### src/rtl/dsadc_pkg.sv
// Package: shared state encoding for the dual-slope sequencer.
// Assumes: used by all modules of dual_slope_seq.
package dsadc_pkg;
    typedef enum logic [1:0] {
        ST_IDLE  = 2'd0,
        ST_INTEG = 2'd1,
        ST_DEINT = 2'd2,
        ST_DONE  = 2'd3
    } dsadc_state_e;
endpackage

### src/rtl/dsadc_count.sv
// Module: cycle counter shared by both conversion phases.
// Assumes: clr has priority over inc; width is a parameter.
module dsadc_count #(
    parameter int W = 8
) (
    input  logic         clk,
    input  logic         rst_n,
    input  logic         clr,
    input  logic         inc,
    output logic [W-1:0] cnt,
    output logic         at_full
);
    // Count register: reset, clear or advance by one.
    always_ff @(posedge clk) begin
        if (!rst_n)   cnt <= '0;
        else if (clr) cnt <= '0;
        else if (inc) cnt <= cnt + 1'b1;
    end

    // Full-count flag used for terminal and saturation detection.
    always_comb at_full = (cnt == {W{1'b1}});
endmodule

### src/rtl/dsadc_ctrl.sv
// Module: phase sequencer (idle, integrate, de-integrate, done).
// Assumes: integrate terminal count equals the counter's full value;
// cmp_trip is only meaningful in the de-integrate state.
module dsadc_ctrl
    import dsadc_pkg::*;
(
    input  logic         clk,
    input  logic         rst_n,
    input  logic         start,
    input  logic         cmp_trip,
    input  logic         at_full,
    output dsadc_state_e state,
    output logic         clr,
    output logic         inc,
    output logic         load,
    output logic         ovr_set
);
    dsadc_state_e nxt;

    // State register.
    always_ff @(posedge clk) begin
        if (!rst_n) state <= ST_IDLE;
        else        state <= nxt;
    end

    // Next state and per-cycle counter and capture controls.
    always_comb begin
        nxt     = state;
        clr     = 1'b0;
        inc     = 1'b0;
        load    = 1'b0;
        ovr_set = 1'b0;
        unique case (state)
            ST_IDLE: begin
                clr = 1'b1;
                if (start) nxt = ST_INTEG;
            end
            ST_INTEG: begin
                if (at_full) begin
                    clr = 1'b1;
                    nxt = ST_DEINT;
                end else begin
                    inc = 1'b1;
                end
            end
            ST_DEINT: begin
                if (cmp_trip) begin
                    load = 1'b1;
                    nxt  = ST_DONE;
                end else if (at_full) begin
                    load    = 1'b1;
                    ovr_set = 1'b1;
                    nxt     = ST_DONE;
                end else begin
                    inc = 1'b1;
                end
            end
            ST_DONE: begin
                clr = 1'b1;
                nxt = ST_IDLE;
            end
            default: nxt = ST_IDLE;
        endcase
    end

    // Integrate is only ever entered from idle on an accepted start.
    assert_start_idle_R7: assert property (@(posedge clk) disable iff (!rst_n)
        (state == ST_INTEG && $past(state) != ST_INTEG) |->
            ($past(state) == ST_IDLE && $past(start)));

    // The done state lasts a single cycle.
    assert_done_once_R6: assert property (@(posedge clk) disable iff (!rst_n)
        (state == ST_DONE) |=> (state == ST_IDLE));
endmodule

### src/rtl/dsadc_result.sv
// Module: result and overrange capture register.
// Assumes: load is a single-cycle strobe from the sequencer.
module dsadc_result #(
    parameter int W = 8
) (
    input  logic         clk,
    input  logic         rst_n,
    input  logic         load,
    input  logic         ovr_set,
    input  logic [W-1:0] cnt,
    output logic [W-1:0] result,
    output logic         overrange
);
    // Capture on load; saturate to full scale on overrange.
    always_ff @(posedge clk) begin
        if (!rst_n) begin
            result    <= '0;
            overrange <= 1'b0;
        end else if (load) begin
            result    <= ovr_set ? {W{1'b1}} : cnt;
            overrange <= ovr_set;
        end
    end

    // Without a load the captured values stay put.
    assert_hold_R8: assert property (@(posedge clk) disable iff (!rst_n)
        !load |=> ($stable(result) && $stable(overrange)));

    // Overrange always comes with a full-scale result.
    assert_sat_R5: assert property (@(posedge clk) disable iff (!rst_n)
        overrange |-> (result == {W{1'b1}}));
endmodule

### src/rtl/dual_slope_seq.sv
// Module: top of the dual-slope conversion sequencer.
// Assumes: external integrator/comparator; ref_sel=0 selects the unknown
// input, 1 the reference; integrate terminal count is 2^RES_W-1.
module dual_slope_seq
    import dsadc_pkg::*;
#(
    parameter int RES_W = 8
) (
    input  logic             clk,
    input  logic             rst_n,
    input  logic             start,
    input  logic             cmp_trip,
    output logic             ref_sel,
    output logic             cnt_clr,
    output logic [RES_W-1:0] result,
    output logic             overrange,
    output logic             done
);
    localparam logic [RES_W-1:0] FULL = {RES_W{1'b1}};

    dsadc_state_e     state;
    logic             clr, inc, load, ovr_set, at_full;
    logic [RES_W-1:0] cnt;

    dsadc_count #(.W(RES_W)) u_cnt (
        .clk(clk), .rst_n(rst_n), .clr(clr), .inc(inc),
        .cnt(cnt), .at_full(at_full)
    );

    dsadc_ctrl u_ctrl (
        .clk(clk), .rst_n(rst_n), .start(start), .cmp_trip(cmp_trip),
        .at_full(at_full), .state(state), .clr(clr), .inc(inc),
        .load(load), .ovr_set(ovr_set)
    );

    dsadc_result #(.W(RES_W)) u_res (
        .clk(clk), .rst_n(rst_n), .load(load), .ovr_set(ovr_set),
        .cnt(cnt), .result(result), .overrange(overrange)
    );

    // Output decode from the sequencer state.
    always_comb begin
        ref_sel = (state == ST_DEINT);
        done    = (state == ST_DONE);
        cnt_clr = clr;
    end

    // Integrate phase continues until the counter is full.
    assert_int_len_R2: assert property (@(posedge clk) disable iff (!rst_n)
        (state == ST_INTEG && cnt != FULL) |=> (state == ST_INTEG && cnt == $past(cnt) + 1'b1));

    // End of integrate: counter cleared and reference selected next cycle.
    assert_swap_R3: assert property (@(posedge clk) disable iff (!rst_n)
        (state == ST_INTEG && cnt == FULL) |=> (ref_sel && cnt == '0));

    // Reference phase advances the count by one per clock until it stops.
    assert_deint_step_R4: assert property (@(posedge clk) disable iff (!rst_n)
        (ref_sel && !cmp_trip && cnt != FULL) |=> (ref_sel && cnt == $past(cnt) + 1'b1));
endmodule

### config.mk
export PLATFORM = sky130hd
export DESIGN_NAME = dual_slope_seq
export DESIGN_NICKNAME = d
export VERILOG_FILES = /design/src/rtl/dsadc_pkg.sv /design/src/rtl/dsadc_count.sv /design/src/rtl/dsadc_ctrl.sv /design/src/rtl/dsadc_result.sv /design/src/rtl/dual_slope_seq.sv
export SDC_FILE = /design/constraint.sdc
export NUM_CORES = 1
export LEC_CHECK = 0
export BUFFER_PORTS_ARGS = -buffer_cell sky130_fd_sc_hd__buf_2
export CAP_MARGIN = 5
export CORE_MARGIN = 5
export CORE_UTILIZATION = 57
export DETAILED_ROUTE_END_ITERATION = 8
export HOLD_SLACK_MARGIN = 0.05
export PLACE_DENSITY = 0.81
export REMOVE_ABC_BUFFERS = 1
export SLEW_MARGIN = 20
export SYNTH_ARGS = -nofsm -noshare
export SYNTH_HDL_FRONTEND = slang
export SYNTH_SLANG_ARGS = --single-unit
### constraint.sdc
create_clock -name clk -period 4.7 [get_ports clk]
set_clock_uncertainty 0.15 [all_clocks]
set_input_delay 0.235 -clock clk [delete_from_list [all_inputs] [get_ports clk]]
set_output_delay 0.235 -clock clk [all_outputs]
set_load 0.005 [all_outputs]
==> results of run 1 <==
layout make-up:
type	count	area, um2
fillers	115	510
multi-input cells	70	507
flip-flops and latches	19	380
repair buffers	15	75.1
clock buffers	4	26.3
inverters	6	22.5
well taps	16	20.0
worst max-delay path: cells and delay by family (launching register included):
| family | cells | cell delay, ns |
|---|---|---|
| simple gates | 2 | 0.71 |
| flops | 1 | 0.40 |
| fa+ha+maj | 1 | 0.37 |
| compound gates | 2 | 0.23 |
| buf+inv | 1 | 0.10 |
layer usage:
| metal | global-route usage | up-vias | routed length, um |
|---|---|---|---|
| met4 | 0.0596 | 0 | 10 |
| met1 | 0.209 | 364 | 797 |
| met3 | 0.0325 | 2 | 170 |
| met5 | 0 | - | 0 |
| met2 | 0.240 | 37 | 861 |
| li1 | - | 406 | - |
state kept, by name (all words and copies together), names as in the netlist:
signal	flops
u_res.result	8
u_ctrl.state	2
u_res.overrange	1
u_cnt.cnt	8
cells in the final DEF, fill, tap and decap left out, drive strengths merged, types with 2 or more instances in the layout:
master / count
dfxtp: 19
a211oi: 2
and4: 2
or3: 3
o21ai: 6
o31ai: 2
nor2: 4
buf: 15
a21oi: 11
a21o: 2
inv: 6
nand3: 4
nand2: 4
clkbuf: 4
or4: 2
ha: 6
o221a: 7
cells in the mapped netlist (all sizes together) (2+ instances only):
cell type,instances,share of area
nand2,4,0.016
inv,6,0.024
or4,2,0.020
a21o,2,0.016
or3,3,0.020
dfxtp,19,0.40
o221a,7,0.083
nor2,4,0.016
ha,6,0.079
o31ai,2,0.016
nand3,4,0.021
a211oi,2,0.016
a21oi,11,0.062
o21ai,6,0.036
and4,2,0.018
buf,4,0.037
through the flow:
stage,std cells,area [um2],power [W],worst slack (ns),hold WS (ns)
3_5_place_dp,126,1000,0.000373,2.70,0.338
4_1_cts,130,1030,0.000450,2.68,0.0859
2_1_floorplan,95,910,0.000319,2.84,0.199
3_3_place_gp,126,1000,0.000368,2.79,0.326
5_1_grt,130,1030,0.000485,2.52,0.106
6_report,130,1030,0.000448,2.67,0.0868
power groups by stage:
| stage | sequential (W) | clock [W] | combinational, W |
|---|---|---|---|
| 3_3_place_gp | 0.000198 | 0 | 0.000170 |
| 6_report | 0.000196 | 0.0000789 | 0.000173 |
| 2_1_floorplan | 0.000199 | 0 | 0.000120 |
| 5_1_grt | 0.000199 | 0.0000876 | 0.000198 |
| 3_5_place_dp | 0.000200 | 0 | 0.000172 |
| 4_1_cts | 0.000197 | 0.0000807 | 0.000173 |
how the worst max path moves through the flow:
stage               slack, ns  cells after the start            to       startpoint
floorplan                2.84                      6  u_cnt.cnt[5]  u_ctrl.state[0]
global placement         2.79                      6  u_cnt.cnt[5]  u_ctrl.state[0]
detailed placement       2.70                      6  u_cnt.cnt[5]  u_ctrl.state[0]
CTS                      2.68                      6  u_cnt.cnt[5]  u_ctrl.state[0]
global route             2.52                      5  u_cnt.cnt[4]     u_cnt.cnt[0]
finish                   2.67                      6  u_cnt.cnt[5]  u_ctrl.state[0]
kinds of logic after synthesis:
| logic type | count (synthesis) | share of synthesized area |
|---|---|---|
| compound gates | 37 | 0.288 |
| fa+ha+maj | 6 | 0.0792 |
| buf+inv | 11 | 0.0646 |
| flops | 19 | 0.401 |
| simple gates | 27 | 0.168 |
==> impl_metrics.tcl, run 1 <==
set metrics [dict create \
    track_usage 0.155 \
    drtPass1Iterations 4 \
    antenna_left 0 \
    worst_slew_pin_slew_ns 0.711 \
    ir_worst_vdd_v 0.000305 \
    die_y_um 50.8 \
    antenna_cells 0 \
    min_from "rst_n" \
    cts.htree.levels 1 \
    cts_tree "yes" \
    r2r-start "u_ctrl.state[0]" \
    hold_path_depth 3 \
    yosysSeqAreaShare 0.401 \
    clkLatencyLatePin_ns 0.29 \
    fin_crit_sh 0.431 \
    pwr-share-comb 0.386 \
    synth-async-reset-ratio 0 \
    start_util 0.615 \
    fmax_mhz 493 \
    drive_gt1_frac 0.202 \
    num_rows 14 \
    ys_ff_latch 19 \
    avgSynthCellArea_um2 9.48 \
    path_cells "inv_1 > ha_1 > and4_1 > o21ai_2 > or4_4 > a21oi_2" \
    grt_pass1_vias 728 \
    drc_errors 0 \
    fin_nets 125 \
    pwr-share-seq 0.438 \
    arrival_ns 2.10 \
    final_util 0.669 \
    reg2reg_slack_ns 2.67 \
    relSlewSlack 0.525 \
    synthCells 100 \
    core_area_mm2 0.00154 \
    power.leakage_nw 0.399 \
    routabilityCongestion 0.767 \
    switching_share 0.366 \
    dieArea_mm2 0.00258 \
    io_pins 16 \
    ff2ff_path_depth 6 \
    cp-end-kind "flip-flop" \
    cts_made_buffers 3 \
    grt_max_degree 13 \
    synth_edf_count 0 \
    hold_viol_final 0 \
    regToRegEndpoint "u_cnt.cnt[5]" \
    grt_first_pass_wirelength_um 3170 \
    post-route-min-period_ns 2.03 \
    crit_required_ns 4.77 \
    rsz0062_at_grt "false" \
    ctsResizeCount 0 \
    whs_endpoint "u_res.overrange" \
    cp_max_fo 6 \
    maxCapViolations 0 \
    synth_area_um2 948 \
    grt.overflow.total 0 \
    crit_type "flip-flop to flip-flop" \
    outcome "completed" \
    cts_root_buf "clkbuf_4" \
    routed_wl_um 1840 \
    yosys_warnings 0 \
    dpl.hpwl_um 1380 \
    cp_slowest_stage_delay_ns 0.49 \
    die_w_um 50.8 \
    tns_ns 0 \
    drt_iter0_markers 33 \
    ctsHoldBuffers 0 \
    postCtsSetupBuffers 0 \
    routedWlPerCell_um 14.1 \
    viasPerCell 6.22 \
    setup_violations 0 \
    clk_pin_slew_worst_paths_ns 0.10 \
    cpMaxStageDelayCell "or4_4" \
    antenna_found_initial 0 \
    power.density_mw_per_mm2 435 \
    p_switching_w 0.000164 \
    p_clk_frac 0.176 \
    hold_class "input port to flip-flop" \
    syn_to_final_growth_pct 8.71 \
    portBuffers 15 \
    cts_buffer_depth 2 \
    clock_sinks 19 \
    slew_violations 0 \
    internal_power_w 0.000284 \
    routed-via-count 809 \
    ys_dominant_reg_cell "dfxtp_1" \
    ys_types 38 \
    start_kind "flip-flop" \
]
(Power assumes the default switching activity.)
==> run 2: changes to the inputs <==
--- a/config.mk
+++ b/config.mk
@@ -5,13 +5,14 @@
 export SDC_FILE = /design/constraint.sdc
 export NUM_CORES = 1
 export LEC_CHECK = 0
+export ABC_AREA = 1
 export BUFFER_PORTS_ARGS = -buffer_cell sky130_fd_sc_hd__buf_2
 export CAP_MARGIN = 5
 export CORE_MARGIN = 5
-export CORE_UTILIZATION = 57
+export CORE_UTILIZATION = 50
 export DETAILED_ROUTE_END_ITERATION = 8
 export HOLD_SLACK_MARGIN = 0.05
-export PLACE_DENSITY = 0.81
+export PLACE_DENSITY = 0.74
 export REMOVE_ABC_BUFFERS = 1
 export SLEW_MARGIN = 20
 export SYNTH_ARGS = -nofsm -noshare
==> constraint.sdc (replaced) <==
create_clock -name clk -period 1.63 [get_ports clk]
set_clock_uncertainty 0.15 [all_clocks]
set_input_delay 0.0815 -clock clk [delete_from_list [all_inputs] [get_ports clk]]
set_output_delay 0.0815 -clock clk [all_outputs]
set_load 0.005 [all_outputs]
==> run 2 against run 1 <==
  * Critical path depth grew 2
  * Utilization up 0.88 points
  * Synthesized cell count is 50% higher
  * Routed wire length is 57% higher
  * Combinational power increased to 7.1 times the previous value
  * Largest power group is now combinational cells
  * Sequential power increased to 3.0 times the previous value
  * Final area is 43% higher
  * Die area grew 26%
  * Hold slack improved by 0.24 ns
  * Sequential share of layout area fell by 10 points
  * Fmax increased by 26%
  * Via count rose by 38%
==> impl_metrics.tcl, run 2 <==
set metrics [dict create \
    ys_dominant_reg_cell "dfxtp_1" \
    track_usage 0.167 \
    drtPass1Iterations 4 \
    routed_wl_um 2890 \
    clock_sinks 19 \
    routed-via-count 1115 \
    final_area_mm2 0.00147 \
    cts_tree "yes" \
    viasPerCell 5.19 \
    drc_errors 0 \
    synth.most_common_cell "nand2_1" \
    power.leakage_nw 0.735 \
    power.density_mw_per_mm2 1400 \
    yosysSeqAreaShare 0.343 \
    grt.overflow.total 0 \
    synth-async-reset-ratio 0 \
    drive_gt1_frac 0.396 \
    antenna_left 0 \
    worst_hold_slack_ns 0.322 \
    start_util 0.511 \
    crit_family "flip-flops" \
    synthTopCellsByArea "dfxtp_1 (34%), nand2_1 (12%), inv_1 (7.8%)" \
    synth_area_leader_cell "dfxtp_1" \
    hold_class "flip-flop to flip-flop" \
    cts_root_buf "clkbuf_4" \
    cts.htree.levels 1 \
    num_rows 17 \
    die_y_um 57.1 \
    synthCells 150 \
    antenna_found_initial 0 \
    largest_registers "u_cnt.cnt x8, u_res.result x8, u_ctrl.state x2" \
    cp_max_fo 8 \
    outcome "completed" \
    critPathBufInv 3 \
    postPlaceCellArea_mm2 0.00125 \
    cp_slowest_stage_delay_ns 0.37 \
    mostFrequentLayoutCell "nand2_1" \
    die_w_um 57.1 \
    yosysTopAreaCellShare 0.343 \
    drt_iter0_markers 34 \
    crit_required_ns 1.72 \
    synth_area_mm2 0.00111 \
    cts_made_buffers 3 \
    dpl.hpwl_um 1800 \
    fin_nets 198 \
    arrival_ns 1.70 \
    grt_first_pass_wirelength_um 4370 \
    fmax_mhz 621 \
    crit_type "flip-flop to flip-flop" \
    cp-end-kind "flip-flop" \
    yosys_warnings 0 \
    fin_crit_sh 0.987 \
    worst_slew_pin_slew_ns 0.238 \
    relSlewSlack 0.841 \
    avgSynthCellArea_um2 7.39 \
    dieArea_mm2 0.00326 \
    post-route-min-period_ns 1.61 \
    grt_max_degree 11 \
    io_pins 16 \
    path_cells "buf_4 > ha_4 > inv_2 > o21bai_4 > nand3_4 > inv_4 > nand2_1 > a21oi_2" \
    syn_to_final_growth_pct 32.6 \
    ys_types 23 \
    routabilityCongestion 0.838 \
    ys_top_cells_by_count "nand2_1 (34), inv_1 (23), dfxtp_1 (19)" \
    antenna_cells 0 \
    setup_violations 0 \
    routedWlPerCell_um 13.4 \
    slew_violations 0 \
    ys_ff_latch 19 \
    synth_edf_count 0 \
    maxCapViolations 0 \
    clk_pin_slew_worst_paths_ns 0.11 \
    most-common-layout-cells "nand2_1 (32), inv_1 (21), buf_2 (15), buf_4 (15), dfxtp_1 (11)" \
    grt_pass1_vias 1060 \
    portBuffers 15 \
    clkLatencyLatePin_ns 0.30 \
    cpMaxStageDelayCell "dfxtp_2" \
    cts_buffer_depth 2 \
    hold_viol_final 0 \
    core_area_mm2 0.00217 \
    ir_worst_vdd_v 0.00105 \
    start_kind "flip-flop" \
]
## run 2: cell types whose count changed after synthesis, moves of 4 or more
cell / change
o21ai_0: +4
nand3_1: +4
nand2_1: +30
o221a_1: -7
nand2_2: +4
a21oi_2: +5
inv_1: +17
nand4_1: +6
nor2_1: +6
## run 2: layout make-up
| class | count | area, um2 |
|---|---|---|
| fillers | 178 | 699 |
| multi-input cells | 102 | 658 |
| flip-flops and latches | 19 | 395 |
| repair buffers | 35 | 249 |
| inverters | 27 | 106 |
| well taps | 28 | 35.0 |
| clock buffers | 4 | 26.3 |
## run 2: through the flow
| stage | cells | total power (W) | worst slack [ns] | utilization | TNS, ns |
|---|---|---|---|---|---|
| final | 215 | 0.00206 | 0.0204 | 0.678 | 0 |
| after global routing | 215 | 0.00220 | -0.0552 | 0.678 | -0.215 |
| after CTS | 209 | 0.00180 | 0.00454 | 0.635 | 0 |
| after detailed placement | 197 | 0.00136 | -0.0126 | 0.576 | -0.0126 |
| after global placement | 197 | 0.00134 | 0.0672 | 0.576 | 0 |
| after floorplan | 148 | 0.00113 | 0.0925 | - | 0 |
## run 2: final timing paths
| path | startpoint | end | slack [ns] | cells after the start |
|---|---|---|---|---|
| max | u_ctrl.state[1] | u_cnt.cnt[0] | 0.02 | 8 |
| min | u_res.overrange | u_res.overrange | 0.32 | 2 |
| max reg2reg | u_ctrl.state[1] | u_cnt.cnt[0] | 0.02 | 8 |
| min reg2reg | u_res.overrange | u_res.overrange | 0.32 | 2 |
## run 2: timing repair
| action | in CTS | in global routing |
|---|---|---|
| resized for setup | 10 | 15 |
| buffers inserted | 5 | 6 |
| endpoints found under the hold margin | 11 | 0 |
| pin swaps | 2 | 7 |
| setup endpoints to repair | 2 | 19 |
| hold buffers | 3 | 0 |
## run 2: kinds of logic after synthesis
logic type	Yosys count	synth area share
xor gates and xnor gates	2	0.0158
AOI/OAI and AO/OA	23	0.139
DFF	19	0.343
buffers and inverters	29	0.106
adders and majority gates	6	0.0677
and+or+nand+nor	71	0.328
## run 2: per-layer routing
layer	share of wire	track usage	vias to the layer above	routed length, um
li1	-	-	551	-
met1	0.43	0.200	501	1230
met2	0.49	0.294	53	1420
met4	0.029	0.0695	0	85
met3	0.053	0.0271	10	154
met5	0	0	-	0
## run 2: tightest hold or removal path, delay by kind of cell, from the launching register on
| kind | cells | cell delay [ns] |
|---|---|---|
| flops | 1 | 0.33 |
| compound gates | 1 | 0.06 |
| buf+inv | 1 | 0.04 |
## run 2: report_power, final
| part | internal (W) | switching (W) | leakage (nW) |
|---|---|---|---|
| combinational | 0.000587 | 0.000647 | 0.562 |
| sequential | 0.000536 | 0.0000470 | 0.158 |
| clock | 0.0000955 | 0.000152 | 0.0150 |
| total | 0.00122 | 0.000846 | 0.735 |
